`src/rtl/spi_iot_pkg.sv`:
```
package spi_iot_pkg;
  localparam int CFG_W      = 32;
  localparam int FLD_W      = 2;
  localparam int OUT_LSB    = 16;
  localparam int IN_LSB     = 18;
  localparam int CAP_LSB    = 20;
  localparam int MAX_DLY    = (1 << FLD_W) - 1;
  localparam int SYNC_STAGES = 2;
  localparam int CAP_LEAD   = 2;

  function automatic logic [FLD_W-1:0] out_dly(input logic [CFG_W-1:0] cfg);
    return cfg[OUT_LSB +: FLD_W];
  endfunction

  function automatic logic [FLD_W-1:0] in_dly(input logic [CFG_W-1:0] cfg);
    return cfg[IN_LSB +: FLD_W];
  endfunction

  // Capture code equals the tap of the strobe line: code 2 lines up with
  // the fixed CAP_LEAD data alignment, lower codes capture earlier.
  function automatic logic [FLD_W-1:0] cap_tap(input logic [CFG_W-1:0] cfg);
    return cfg[CAP_LSB +: FLD_W];
  endfunction
endpackage

```
`src/rtl/spi_iot_delay_line.sv`:
```
module spi_iot_delay_line #(
  parameter int DEPTH    = 3,
  parameter bit IDLE_LVL = 1'b1,
  parameter int SEL_W    = $clog2(DEPTH + 1)
) (
  input  logic             clk,
  input  logic             rst_n,
  input  logic             flush,
  input  logic             din,
  input  logic [SEL_W-1:0] sel,
  output logic             dout
);
  logic [DEPTH-1:0] q;

  for (genvar i = 0; i < DEPTH; i++) begin : g_stage
    always_ff @(posedge clk or negedge rst_n) begin
      if (!rst_n)     q[i] <= IDLE_LVL;
      else if (flush) q[i] <= IDLE_LVL;
      else if (i == 0) q[i] <= din;
      else            q[i] <= q[(i == 0) ? 0 : i-1];
    end
  end

  always_comb begin
    dout = din;
    for (int k = 1; k <= DEPTH; k++) begin
      if (int'(sel) == k) dout = q[k-1];
    end
  end

  assert_flush_idle_R6: assert property (@(posedge clk) disable iff (!rst_n)
    flush |=> (q == {DEPTH{IDLE_LVL}}))
    else $error("delay stages not idle after flush");
endmodule

```
`src/rtl/spi_iot_capture.sv`:
```
module spi_iot_capture #(
  parameter bit IDLE_LVL = 1'b1
) (
  input  logic clk,
  input  logic rst_n,
  input  logic flush,
  input  logic strobe_tap,
  input  logic data_in,
  output logic cap_valid,
  output logic cap_bit
);
  always_ff @(posedge clk or negedge rst_n) begin
    if (!rst_n) begin
      cap_valid <= 1'b0;
      cap_bit   <= IDLE_LVL;
    end else if (flush) begin
      cap_valid <= 1'b0;
      cap_bit   <= IDLE_LVL;
    end else begin
      cap_valid <= strobe_tap;
      if (strobe_tap) cap_bit <= data_in;
    end
  end

  assert_flush_no_capture_R7: assert property (@(posedge clk) disable iff (!rst_n)
    flush |=> (!cap_valid && cap_bit == IDLE_LVL))
    else $error("capture at flush edge");

  assert_hold_between_R5: assert property (@(posedge clk) disable iff (!rst_n)
    (!flush && !strobe_tap) |=> (!cap_valid && $stable(cap_bit)))
    else $error("captured bit moved without strobe");
endmodule

```
`src/rtl/spi_io_timing.sv`:
```
module spi_io_timing
  import spi_iot_pkg::*;
#(
  parameter bit IDLE_LVL = 1'b1
) (
  input  logic             clk,
  input  logic             rst_n,
  input  logic             burst_start,
  input  logic [CFG_W-1:0] tcfg,
  input  logic             mosi_src,
  output logic             mosi_pad,
  input  logic             miso_pad,
  input  logic             samp_strobe,
  output logic             cap_valid,
  output logic             cap_bit
);
  localparam int STRB_DEPTH = CAP_LEAD + 1;
  localparam int SYNC_SW    = $clog2(SYNC_STAGES + 1);
  localparam int ALGN_SW    = $clog2(CAP_LEAD + 1);

  logic [FLD_W-1:0]   f_out, f_in, f_cap;
  logic [SYNC_SW-1:0] sync_sel;
  logic [ALGN_SW-1:0] algn_sel;
  logic miso_sync, miso_dly, miso_aligned, strobe_tap;
  logic armed_q;

  assign f_out    = out_dly(tcfg);
  assign f_in     = in_dly(tcfg);
  assign f_cap    = cap_tap(tcfg);
  assign sync_sel = SYNC_SW'(SYNC_STAGES);
  assign algn_sel = ALGN_SW'(CAP_LEAD);

  spi_iot_delay_line #(.DEPTH(MAX_DLY), .IDLE_LVL(IDLE_LVL), .SEL_W(FLD_W)) u_mosi (
    .clk(clk), .rst_n(rst_n), .flush(burst_start),
    .din(mosi_src), .sel(f_out), .dout(mosi_pad));

  spi_iot_delay_line #(.DEPTH(SYNC_STAGES), .IDLE_LVL(IDLE_LVL), .SEL_W(SYNC_SW)) u_sync (
    .clk(clk), .rst_n(rst_n), .flush(burst_start),
    .din(miso_pad), .sel(sync_sel), .dout(miso_sync));

  spi_iot_delay_line #(.DEPTH(MAX_DLY), .IDLE_LVL(IDLE_LVL), .SEL_W(FLD_W)) u_indly (
    .clk(clk), .rst_n(rst_n), .flush(burst_start),
    .din(miso_sync), .sel(f_in), .dout(miso_dly));

  spi_iot_delay_line #(.DEPTH(CAP_LEAD), .IDLE_LVL(IDLE_LVL), .SEL_W(ALGN_SW)) u_align (
    .clk(clk), .rst_n(rst_n), .flush(burst_start),
    .din(miso_dly), .sel(algn_sel), .dout(miso_aligned));

  spi_iot_delay_line #(.DEPTH(STRB_DEPTH), .IDLE_LVL(1'b0), .SEL_W(FLD_W)) u_strb (
    .clk(clk), .rst_n(rst_n), .flush(burst_start),
    .din(samp_strobe), .sel(f_cap), .dout(strobe_tap));

  spi_iot_capture #(.IDLE_LVL(IDLE_LVL)) u_cap (
    .clk(clk), .rst_n(rst_n), .flush(burst_start),
    .strobe_tap(strobe_tap), .data_in(miso_aligned),
    .cap_valid(cap_valid), .cap_bit(cap_bit));

  always_ff @(posedge clk or negedge rst_n) begin
    if (!rst_n) armed_q <= 1'b0;
    else        armed_q <= 1'b1;
  end

  assert_mosi_one_cycle_R1: assert property (@(posedge clk) disable iff (!rst_n)
    (armed_q && f_out == 2'd1 && !$past(burst_start)) |-> (mosi_pad == $past(mosi_src)))
    else $error("transmit delay of one cycle broken");

  assert_early_capture_R4: assert property (@(posedge clk) disable iff (!rst_n)
    (!burst_start && f_cap == 2'd0 && samp_strobe) |=> cap_valid)
    else $error("early capture missed");
endmodule

```
`config.mk`:
```
export PLATFORM = sky130hd
export DESIGN_NAME = spi_io_timing
export DESIGN_NICKNAME = d
export VERILOG_FILES = /design/src/rtl/spi_iot_pkg.sv /design/src/rtl/spi_iot_delay_line.sv /design/src/rtl/spi_iot_capture.sv /design/src/rtl/spi_io_timing.sv
export SDC_FILE = /design/constraint.sdc
export NUM_CORES = 1
export LEC_CHECK = 0
export CAP_MARGIN = 20
export CORE_MARGIN = 2
export CORE_UTILIZATION = 35
export DETAILED_ROUTE_END_ITERATION = 7
export PLACE_DENSITY_LB_ADDON = 0.3
export SYNTH_ARGS = -nofsm -noshare
export SYNTH_HDL_FRONTEND = slang
export SYNTH_SLANG_ARGS = --single-unit
```
`constraint.sdc`:
```
create_clock -name clk -period 1.8 [get_ports clk]
set_clock_uncertainty 0.05 [all_clocks]
set_input_delay 0.18 -clock clk [delete_from_list [all_inputs] [get_ports clk]]
set_output_delay 0.18 -clock clk [all_outputs]
set_load 0.01 [all_outputs]
```
==> PnR_summary.wiki, run 1 <==
{| class="wikitable"
! Metric !! Value
|-
| Maximum count of clock buffers along a single path || 2
|-
| Part of the total power dissipated in the clock network || 30.1%
|-
| Switching power total || 0.1252 mW
|-
| Arrival time at the worst endpoint || 1.43 ns
|-
| Cell at the root of the clock tree || sky130_fd_sc_hd__clkbuf_4
|-
| Max-cap violation count || 0
|-
| Pre-Repair DR Iteration Count || 1
|-
| Register share of total power || 59.1%
|-
| Most area-consuming cells after synthesis || sky130_fd_sc_hd__dfstp_2 51%, sky130_fd_sc_hd__dfrtp_1 18%, sky130_fd_sc_hd__mux4_2 12%, sky130_fd_sc_hd__or2_2 11%, sky130_fd_sc_hd__nor2b_1 5.6%
|-
| Number of buffers inserted for hold repair after clock tree synthesis || 0
|-
| Portion of the clock cycle consumed by the worst path in the final layout || 92.06%
|-
| Final setup violation count || 0
|-
| Outcome || completed
|-
| Average wire per cell in the routed design || 12.12 um
|-
| Number of global-route vias before repair || 324
|-
| Endpoint class of the critical path || output port
|-
| Critical setup path kind || input port to output port
|-
| Achievable clock frequency || 603.5 MHz
|-
| Post-route insts no fill || 68
|-
| Largest fanout on the critical path || 1
|-
| Summed instance area of the synthesized netlist || 563.0 sq um
|-
| Number of nets produced by synthesis || 73
|-
| Seq/Total Area, Yosys || 69.11%
|-
| Die X || 44.11 um
|-
| Clock Sink Count || 15
|-
| Routability-driven placement congestion ratio || 0.6454
|-
| Clk_lat worst skew || 0.28 ns
|-
| Cell Int Power || 0.4846 mW
|-
| P&R area growth vs syn || 32.22%
|-
| Final critical-path required period || 1.657 ns
|-
| Largest area contributor in the netlist || sky130_fd_sc_hd__dfstp_2
|-
| Peak supply drop || 0.4416 mV
|-
| Endpoints failing hold || 0
|-
| Type of origin of the critical path || input port
|-
| Remaining antenna violation count || 0
|-
| Residual DRC count || 0
|-
| Final core utilization || 49.42%
|-
| Total gr overflow || 0
|-
| Global router's overall resource usage || 11.21%
|-
| Starting density of the core || 37.38%
|-
| Comb pwr share || 10.8%
|-
| Cell count of the worst reg-to-reg path || 2
|-
| Max transition margin || 57.91%
|-
| Number of placed I/O pins || 41
|-
| Buffers on Ports || 14
|-
| Count of synthesis-stage warnings from yosys || 0
|-
| Clock-pin slew on the worst setup and hold paths || 0.08 ns
|-
| CTS tree || built
|-
| Area of combinational cells with multiple inputs || 170.2 sq um
|-
| Area post-placement || 719.4 sq um
|-
| CORE AREA || 1506 sq um
|-
| PnR Total Power || 0.6098 mW
|-
| Initial DRC count || 0
|-
| Per-cell via count in the routed design || 4.735
|-
| Mapped Avg Cell Area || 16.09 sq um
|-
| Total Die Area || 1946 sq um
|-
| Largest net degree at the start of global routing || 16
|-
| Via total after detailed routing || 322
|-
| First-pass GRT wire length || 1449 um
|-
| Sequential cell area || 389.1 sq um
|-
| Fraction of layout cells with a size suffix above 1 || 51.92%
|-
| RSZ-0062 raised after global routing || no
|-
| Max Slew Vio Count || 0
|-
| Number of filler cells placed in the layout || 139
|-
| Fraction of power spent switching nets || 20.54%
|-
| Gates resized, CTS repair || 1
|-
| Area fraction of the dominant cell type after synthesis || 51.33%
|-
| Placed Instances || 64
|-
| Standby leakage power || 0.2852 nW
|-
| Data required time at the worst endpoint || 1.57 ns
|-
| Distinct cell type count of the synthesized netlist || 7
|-
| Number of CTS-inserted buffers || 3
|-
| Tightest Pin Transition || 0.6294 ns
|-
| Synthesized instance count || 35
|-
| Die Ht || 44.11 um
|-
| Post-Route WL || 824 um
|-
| Number of synthesized register bits || 15
|-
| Worst hold-check path type || input port to async pin
|-
| Cell Pwr Density || 819.2 nW/um^2
|-
| Rows || 14
|-
| Antenna violations before repair || 0
|-
| Count of nets after finishing || 91
|-
| Total inserted antenna cells || 0
|-
| Post-route design area || 744.5 sq um
|-
| Number of levels in the clock H-tree || 1
|-
| Accumulated negative setup slack || 0 ns
|-
| Total setup buffers inserted after CTS || 0
|}
-- per-stage QoR --
stage,hold slack (ns),setup WS (ns)
5_1_grt,0.2975,0.1066
3_3_place_gp,0.4264,-0.06871
6_report,0.2378,0.1429
4_1_cts,0.2549,0.1301
2_1_floorplan,-0.1656,0.5655
3_5_place_dp,0.4478,-0.06214
-- logic make-up (layout without fill, tap and decap cells) --
group / Yosys count / in the layout / share of synthesized area, %
flops: 15 / 15 / 69.11
simple gates: 15 / 15 / 16.67
mux: 3 / 3 / 12.00
compound gates: 1 / 1 / 1.556
buf+inv: 1 / 18 / 0.6660
-- final cells by class --
class	instances	share of cell area (%)
clock buffers	4	3.529
multi-input cells	19	22.86
flip-flops and latches	15	52.27
well taps	16	2.689
repair buffers	14	18.66
-- worst max-delay path, cell delays in order --
cell and delay [ns]:
sky130_fd_sc_hd__clkdlybuf4s50_1 0.48, sky130_fd_sc_hd__mux4_2 0.48, sky130_fd_sc_hd__dlygate4sd2_1 0.29
-- power by group through the flow --
stage | clock network, mW | logic, mW | registers [mW]
after global routing | 0.214 | 0.0728 | 0.362
after floorplan | 0 | 0.0235 | 0.366
after detailed placement | 0 | 0.0683 | 0.366
final | 0.184 | 0.0660 | 0.360
after global placement | 0 | 0.0679 | 0.365
after CTS | 0.195 | 0.0677 | 0.360
-- layout by cell type, fill, tap and decap left out, drive strengths merged --
| cell | instances |
|---|---|
| dfstp | 11 |
| clkdlybuf4s50 | 13 |
| dfrtp | 4 |
| clkbuf | 4 |
| dlygate4sd2 | 1 |
| a211o | 1 |
| nor2b | 5 |
| or2 | 10 |
| mux4 | 3 |
-- flip-flops by register name, summed over array words and instances, names as in the netlist --
signal,flops
u_align.q,2
u_cap.cap_bit,1
u_cap.cap_valid,1
u_indly.q,3
u_mosi.q,3
u_strb.q,3
u_sync.q,2
-- metal layers --
layer / routed length [um] / vias to the layer above / part of all wire (%) / GRT usage, %
met5: 0 / - / 0 / 0
met4: 0 / 0 / 0 / 5.455
met3: 74 / 0 / 9.0 / 7.347
li1: - / 149 / - / -
met1: 365 / 159 / 44 / 12.80
met2: 384 / 14 / 47 / 16.18
-- cells in the mapped netlist --
library cell and number:
sky130_fd_sc_hd__mux4_2 3, sky130_fd_sc_hd__dfstp_2 11, sky130_fd_sc_hd__nor2b_1 5, sky130_fd_sc_hd__dfrtp_1 4, sky130_fd_sc_hd__clkbuf_1 1, sky130_fd_sc_hd__or2_2 10, sky130_fd_sc_hd__a211o_1 1
-- path summary, 6_finish.rpt --
path	end	slack, ns	startpoint
max in group asynchronous	u_strb.q[2]	1.06	rst_n
max reg2reg	u_cap.cap_bit	0.50	u_strb.q[0]
min	u_cap.cap_valid	0.24	rst_n
min reg2reg	u_strb.q[2]	0.46	u_strb.q[1]
max	mosi_pad	0.14	tcfg[16]
min in group clk	u_strb.q[0]	0.42	samp_strobe
(Power assumes the default switching activity.)
==> run 2, diff against run 1 <==
CELL_PAD_IN_SITES_DETAIL_PLACEMENT = 0   (was not set)
CELL_PAD_IN_SITES_GLOBAL_PLACEMENT = 1   (was not set)
CORE_UTILIZATION = 22   (was 35)
clock period = 1.34 ns   (was 1.8 ns; I/O delays follow)
==> PnR_summary.wiki, run 2 (same netlist as run 1, synthesis figures left out) <==
{| class="wikitable"
! Metric !! Value
|-
| Outcome || finished with violations (was completed)
|-
| Violations in the final reports || setup timing
|-
| Count of nets after finishing || 93 (was 91)
|-
| Standby leakage power || 0.2997 nW (was 0.2852 nW)
|-
| Number of CTS-inserted buffers || 3 (unchanged)
|-
| Endpoint of the worst-slack reg-to-reg timing path || u_cap.cap_bit (unchanged)
|-
| Gates resized, CTS repair || 6 (was 1)
|-
| Remaining antenna violation count || 0 (unchanged)
|-
| Detail Route met3 WL || 83 um (was 74 um)
|-
| Antenna violations before repair || 0 (unchanged)
|-
| Number of buffers inserted for hold repair after clock tree synthesis || 0 (unchanged)
|-
| Switching power total || 0.1768 mW (was 0.1252 mW)
|-
| Most frequent cells in the layout || 11 x sky130_fd_sc_hd__clkdlybuf4s50_1, 11 x sky130_fd_sc_hd__dfstp_2, 10 x sky130_fd_sc_hd__or2_2 (was 13 x sky130_fd_sc_hd__clkdlybuf4s50_1, 11 x sky130_fd_sc_hd__dfstp_2, 10 x sky130_fd_sc_hd__or2_2)
|-
| Met1 Wirelength || 409 um (was 365 um)
|-
| Max Slew Vio Count || 0 (unchanged)
|-
| Total inserted antenna cells || 0 (unchanged)
|-
| Critical-path cell list || clkdlybuf4s50_1 -> mux4_2 -> buf_2 (was clkdlybuf4s50_1 -> mux4_2 -> dlygate4sd2_1)
|-
| Comb pwr share || 11.1% (was 10.8%)
|-
| Final setup violation count || 1 (was 0)
|-
| Slowest stage cell on the critical path || sky130_fd_sc_hd__mux4_2 (was sky130_fd_sc_hd__clkdlybuf4s50_1)
|-
| Final core utilization || 31.45% (was 49.42%)
|-
| Global router's overall resource usage || 7.401% (was 11.21%)
|-
| Buffers on Ports || 14 (unchanged)
|-
| Post-Route WL || 887 um (was 824 um)
|-
| CTS tree || built (unchanged)
|-
| Endpoints failing hold || 0 (unchanged)
|-
| Largest fanout on the critical path || 1 (unchanged)
|-
| Number of placed I/O pins || 41 (unchanged)
|-
| RSZ-0062 raised after global routing || yes (was no)
|-
| Arrival time at the worst endpoint || 1.25 ns (was 1.43 ns)
|-
| Maximum count of clock buffers along a single path || 2 (unchanged)
|-
| Internal reg-to-reg setup slack || 0.05 ns (was 0.50 ns)
|-
| Die Ht || 54.59 um (was 44.11 um)
|-
| Per-cell via count in the routed design || 3.881 (was 4.735)
|-
| Critical setup path kind || input port to output port (unchanged)
|-
| Worst hold-check path type || input port to async pin (unchanged)
|-
| Highest metal layer used by the detailed router || met3 (unchanged)
|-
| Number of levels in the clock H-tree || 1 (unchanged)
|-
| Rows || 18 (was 14)
|-
| Fraction of layout cells with a size suffix above 1 || 57.41% (was 51.92%)
|-
| Fraction of power spent switching nets || 21.47% (was 20.54%)
|-
| Portion of the clock cycle consumed by the worst path in the final layout || 107.3%
|-
| Final critical-path required period || 1.437 ns
|-
| Slowest cell delay on critical path || 0.49 ns (was 0.48 ns)
|-
| Min setup slack post-route || -0.09733 ns (was 0.1429 ns)
|-
| Data required time at the worst endpoint || 1.16 ns (was 1.57 ns)
|-
| Endpoint class of the critical path || output port (unchanged)
|-
| Worst flop-to-flop path startpoint || u_strb.q[0] (unchanged)
|-
| Starting density of the core || 22.94% (was 37.38%)
|-
| Average wire per cell in the routed design || 10.56 um (was 12.12 um)
|-
| Achievable clock frequency || 695.7 MHz
|-
| Tightest Pin Transition || 0.1902 ns (was 0.6294 ns)
|-
| Largest regs || u_indly.q (3), u_mosi.q (3), u_strb.q (3) (unchanged)
|-
| Max-cap violation count || 0 (unchanged)
|-
| Max transition margin || 87.32% (was 57.91%)
|-
| Die X || 54.59 um (was 44.11 um)
|-
| P&R area growth vs syn || 37.11% (was 32.22%)
|-
| Clock Sink Count || 15 (unchanged)
|-
| Top Family by Delay on Critical Path || buffers and inverters (unchanged)
|-
| Number of global-route vias before repair || 338 (was 324)
|-
| Cell count of the worst reg-to-reg path || 2 (unchanged)
|-
| Number of filler cells placed in the layout || 256 (was 139)
|-
| Total setup buffers inserted after CTS || 0 (unchanged)
|-
| Cell at the root of the clock tree || sky130_fd_sc_hd__clkbuf_4 (unchanged)
|-
| CORE AREA || 2455 sq um (was 1506 sq um)
|-
| Type of origin of the critical path || input port (unchanged)
|-
| Area post-placement || 752.0 sq um (was 719.4 sq um)
|-
| Count of buffering cells on the critical path with inverters included || 2 (unchanged)
|-
| Initial DRC count || 5 (was 0)
|-
| Residual DRC count || 0 (unchanged)
|-
| Cell Pwr Density || 1066 nW/um^2 (was 819.2 nW/um^2)
|-
| Total gr overflow || 0 (unchanged)
|-
| First-pass GRT wire length || 1518 um (was 1449 um)
|-
| Clk_lat worst skew || 0.28 ns (about the same)
|-
| Routability-driven placement congestion ratio || 0.6432 (was 0.6454)
|-
| Worst Setup Slack post-DPL || -0.4423 ns (was -0.06214 ns)
|-
| Pre-Repair DR Iteration Count || 4 (was 1)
|-
| Largest net degree at the start of global routing || 16 (unchanged)
|-
| Cell Int Power || 0.6465 mW (was 0.4846 mW)
|-
| Met2 WL || 394 um (was 384 um)
|-
| Total Die Area || 2980 sq um (was 1946 sq um)
|-
| Peak supply drop || 0.6264 mV (was 0.4416 mV)
|-
| Clock-pin slew on the worst setup and hold paths || 0.09 ns (was 0.08 ns)
|-
| Post-route design area || 772.0 sq um (was 744.5 sq um)
|-
| Part of the total power dissipated in the clock network || 30.3% (was 30.1%)
|-
| Register share of total power || 58.7% (was 59.1%)
|-
| Via total after detailed routing || 326 (was 322)
|}
run 2: cell types whose count changed in the layout (fill, tap and decap cells not counted):
cell | before | now
sky130_fd_sc_hd__buf_4 | 0 | 2
sky130_fd_sc_hd__clkdlybuf4s50_1 | 13 | 11
sky130_fd_sc_hd__clkinv_2 | 0 | 1
sky130_fd_sc_hd__buf_2 | 0 | 1
sky130_fd_sc_hd__clkbuf_1 | 1 | 0
sky130_fd_sc_hd__dlygate4sd2_1 | 1 | 2
run 2: per-stage QoR:
stage,hold slack [ns],power (mW),instances,setup TNS [ns]
floorplan,-0.2116,0.5226,35,0
global placement,0.4175,0.5883,80,-0.9895
detailed placement,0.4148,0.5886,80,-0.9943
CTS,0.1059,0.8457,84,-0.1070
global route,0.1145,0.8749,84,-0.1326
finish,0.1108,0.8233,84,-0.09733
run 2: final cells by class:
type	instances	area (sq um)	area share [%]
Timing Repair Buffer	16	147.6	19.12
Clock inverter	1	5.005	0.6483
Clock buffer	3	22.52	2.917
Multi-Input combinational cell	19	170.2	22.04
Tap cell	30	37.54	4.862
Sequential cell	15	389.1	50.41
run 2: worst max-delay path by stage:
stage                          endpoint   startpoint  slack [ns]  depth (start not counted)
final                          mosi_pad     tcfg[16]        -0.1                          3
after detailed placement       mosi_pad     tcfg[16]       -0.44                          3
after floorplan           u_cap.cap_bit  u_strb.q[1]        0.11                          2
after global routing           mosi_pad  u_mosi.q[2]       -0.13                          2
after global placement         mosi_pad     tcfg[16]       -0.44                          3
after CTS                      mosi_pad     tcfg[16]       -0.11                          3
run 2: per-layer routing:
metal	vias to the layer above	global-route usage (%)
met2	14	10.91
li1	154	-
met1	158	9.060
met4	0	2.500
met3	0	4.098
met5	-	0
run 2: power groups by stage:
stage	combinational, mW	clock (mW)	sequential [mW]
final	0.0911	0.249	0.483
after global routing	0.100	0.289	0.485
after CTS	0.0935	0.269	0.483
after detailed placement	0.0982	0	0.490
after global placement	0.0973	0	0.491
after floorplan	0.0315	0	0.491
==> run 3, diff against run 2 <==
CORE_UTILIZATION = 23   (was 22)
CTS_BUF_LIST = sky130_fd_sc_hd__clkbuf_2 sky130_fd_sc_hd__clkbuf_4 sky130_fd_sc_hd__clkbuf_8   (was not set)
==> PnR_summary.wiki, run 3 (same netlist as run 1, synthesis figures left out) <==
{| class="wikitable"
! Metric !! Value
|-
| CTS tree || built (unchanged)
|-
| Antenna violations before repair || 0 (unchanged)
|-
| Number of levels in the clock H-tree || 1 (unchanged)
|-
| Cell count of the worst reg-to-reg path || 2 (unchanged)
|-
| Most frequent cells in the layout || 11 x sky130_fd_sc_hd__dfstp_2, 10 x sky130_fd_sc_hd__or2_2, 10 x sky130_fd_sc_hd__clkdlybuf4s50_1 (was 11 x sky130_fd_sc_hd__clkdlybuf4s50_1, 11 x sky130_fd_sc_hd__dfstp_2, 10 x sky130_fd_sc_hd__or2_2)
|-
| Count of nets after finishing || 94 (was 93)
|-
| Final critical-path required period || 1.420 ns (was 1.437 ns)
|-
| Pre-Repair DR Iteration Count || 1 (was 4)
|-
| Worst Setup Slack post-DPL || -0.4389 ns (was -0.4423 ns)
|-
| Number of placed I/O pins || 41 (unchanged)
|-
| Cell at the root of the clock tree || sky130_fd_sc_hd__clkbuf_4 (unchanged)
|-
| Average wire per cell in the routed design || 10.94 um (was 10.56 um)
|-
| Outcome || finished with violations (unchanged)
|-
| Number of gates on the worst path with buffers counted || 2 (was 3)
|-
| Via total after detailed routing || 321 (was 326)
|-
| Post-route design area || 789.5 sq um (was 772.0 sq um)
|-
| Tightest Pin Transition || 0.1949 ns (was 0.1902 ns)
|-
| Min setup slack post-route || -0.08003 ns (was -0.09733 ns)
|-
| Die Ht || 53.48 um (was 54.59 um)
|-
| Max-cap violation count || 0 (unchanged)
|-
| Critical-path cell list || mux4_2 -> buf_6 (was clkdlybuf4s50_1 -> mux4_2 -> buf_2)
|-
| Final core utilization || 35.02% (was 31.45%)
|-
| Clk_lat worst skew || 0.28 ns (about the same)
|-
| Fraction of layout cells with a size suffix above 1 || 58.18% (was 57.41%)
|-
| Arrival time at the worst endpoint || 1.24 ns (was 1.25 ns)
|-
| Per-cell via count in the routed design || 3.867 (was 3.881)
|-
| Portion of the clock cycle consumed by the worst path in the final layout || 106.0% (was 107.3%)
|-
| First-pass GRT wire length || 1545 um (was 1518 um)
|-
| Max transition margin || 87.01% (was 87.32%)
|-
| Slowest stage cell on the critical path || sky130_fd_sc_hd__mux4_2 (unchanged)
|-
| Largest regs || u_indly.q (3), u_mosi.q (3), u_strb.q (3) (unchanged)
|-
| Residual DRC count || 0 (unchanged)
|-
| Maximum count of clock buffers along a single path || 2 (unchanged)
|-
| Highest metal layer used by the detailed router || met3 (unchanged)
|-
| P&R area growth vs syn || 40.22% (was 37.11%)
|-
| Violations in the final reports || setup timing (unchanged)
|-
| Largest net degree at the start of global routing || 16 (unchanged)
|-
| Number of CTS-inserted buffers || 3 (unchanged)
|-
| Initial DRC count || 0 (was 5)
|-
| Final setup violation count || 1 (unchanged)
|-
| Data required time at the worst endpoint || 1.16 ns (about the same)
|-
| Max Slew Vio Count || 0 (unchanged)
|-
| Starting density of the core || 24.97% (was 22.94%)
|-
| Post-route insts no fill || 83 (was 84)
|-
| Slowest cell delay on critical path || 0.46 ns (was 0.49 ns)
|-
| Number of global-route vias before repair || 346 (was 338)
|-
| Top Family by Delay on Critical Path || multiplexers (was buffers and inverters)
|-
| Total gr overflow || 0 (unchanged)
|-
| Remaining antenna violation count || 0 (unchanged)
|-
| Endpoints failing hold || 0 (unchanged)
|-
| Clock Sink Count || 15 (unchanged)
|-
| Number of filler cells placed in the layout || 251 (was 256)
|-
| Total Die Area || 2860 sq um (was 2980 sq um)
|-
| Area post-placement || 757.0 sq um (was 752.0 sq um)
|-
| Buffers on Ports || 14 (unchanged)
|-
| Number of buffers inserted for hold repair after clock tree synthesis || 0 (unchanged)
|-
| Endpoint class of the critical path || output port (unchanged)
|-
| Largest fanout on the critical path || 2 (was 1)
|-
| Peak supply drop || 0.4270 mV (was 0.6264 mV)
|-
| Total inserted antenna cells || 0 (unchanged)
|-
| Die X || 53.48 um (was 54.59 um)
|-
| Count of buffering cells on the critical path with inverters included || 1 (was 2)
|-
| Clock-pin slew on the worst setup and hold paths || 0.09 ns (about the same)
|-
| Placed Instances || 79 (was 80)
|-
| Met1 Wirelength || 386 um (was 409 um)
|-
| Type of origin of the critical path || register (was input port)
|-
| Achievable clock frequency || 704.2 MHz (was 695.7 MHz)
|-
| Met2 WL || 466 um (was 394 um)
|-
| RSZ-0062 raised after global routing || yes (unchanged)
|-
| WHS || 0.1136 ns (was 0.1108 ns)
|-
| Critical setup path kind || register to output port (was input port to output port)
|-
| Detail Route met3 WL || 54 um (was 83 um)
|-
| Cell Pwr Density || 1057 nW/um^2 (was 1066 nW/um^2)
|-
| Routability-driven placement congestion ratio || 0.6095 (was 0.6432)
|-
| Most common cell after layout, fill and taps aside || sky130_fd_sc_hd__dfstp_2
|-
| Standby leakage power || 0.3291 nW (was 0.2997 nW)
|-
| Post-Route WL || 908 um (was 887 um)
|-
| CORE AREA || 2255 sq um (was 2455 sq um)
|-
| Worst hold-check path type || input port to async pin (unchanged)
|-
| Global router's overall resource usage || 7.962% (was 7.401%)
|-
| Rows || 17 (was 18)
|}
[run 3: cell count changes in the layout (fill, tap and decap cells not counted), sizes merged]
cell           delta
dlymetal6s2s      +2
buf               +1
clkdlybuf4s50     -1
dlygate4sd2       -1
[run 3: cell type report]
| cell class | instances | area, sq um | area share [%] |
|---|---|---|---|
| clock buffer | 3 | 22.52 | 2.853 |
| timing repair buffer | 17 | 167.7 | 21.24 |
| clock inverter | 1 | 5.005 | 0.6339 |
| tap | 28 | 35.03 | 4.437 |
| multi-input combinational | 19 | 170.2 | 21.55 |
| sequential | 15 | 389.1 | 49.29 |
[run 3: metrics by stage]
| stage | total power [mW] | TNS (ns) |
|---|---|---|
| after floorplan | 0.5226 | 0 |
| after global placement | 0.5907 | -0.9790 |
| after detailed placement | 0.5911 | -1.012 |
| after CTS | 0.8460 | -0.09786 |
| after global routing | 0.8760 | -0.1075 |
| final | 0.8342 | -0.08003 |
[run 3: final timing paths]
check                            start             to  slack, ns
max                        u_mosi.q[1]       mosi_pad      -0.08
min                              rst_n    u_strb.q[0]       0.11
max reg2reg                u_strb.q[0]  u_cap.cap_bit       0.05
min reg2reg                u_strb.q[1]    u_strb.q[2]       0.46
max in group asynchronous        rst_n    u_mosi.q[2]       0.88
min in group clk              miso_pad    u_sync.q[0]       0.36
[run 3: repair_timing]
action                                  in CTS  in global routing
gates resized for setup                      5                  3
endpoints found under the setup margin       2                  2
hold endpoints to repair                     0                  0
cloned                                       0                  0
setup buffers                                0                  0
[run 3: layer usage]
layer | vias up | GRT usage [%]
li1 | 156 | -
met1 | 158 | 8.995
met2 | 7 | 13.37
met3 | 0 | 2.542
met4 | 0 | 3.846
met5 | - | 0
[run 3: worst register-to-register path, stage by stage (launching register included)]
cell	delay, ns
sky130_fd_sc_hd__dfrtp_1	0.40
sky130_fd_sc_hd__mux4_2	0.48
sky130_fd_sc_hd__a211o_1	0.30
[run 3: power breakdown]
part	switching, mW	internal, mW
Clock	0.143	0.110
Sequential	0.00542	0.477
Combinational	0.0342	0.0633
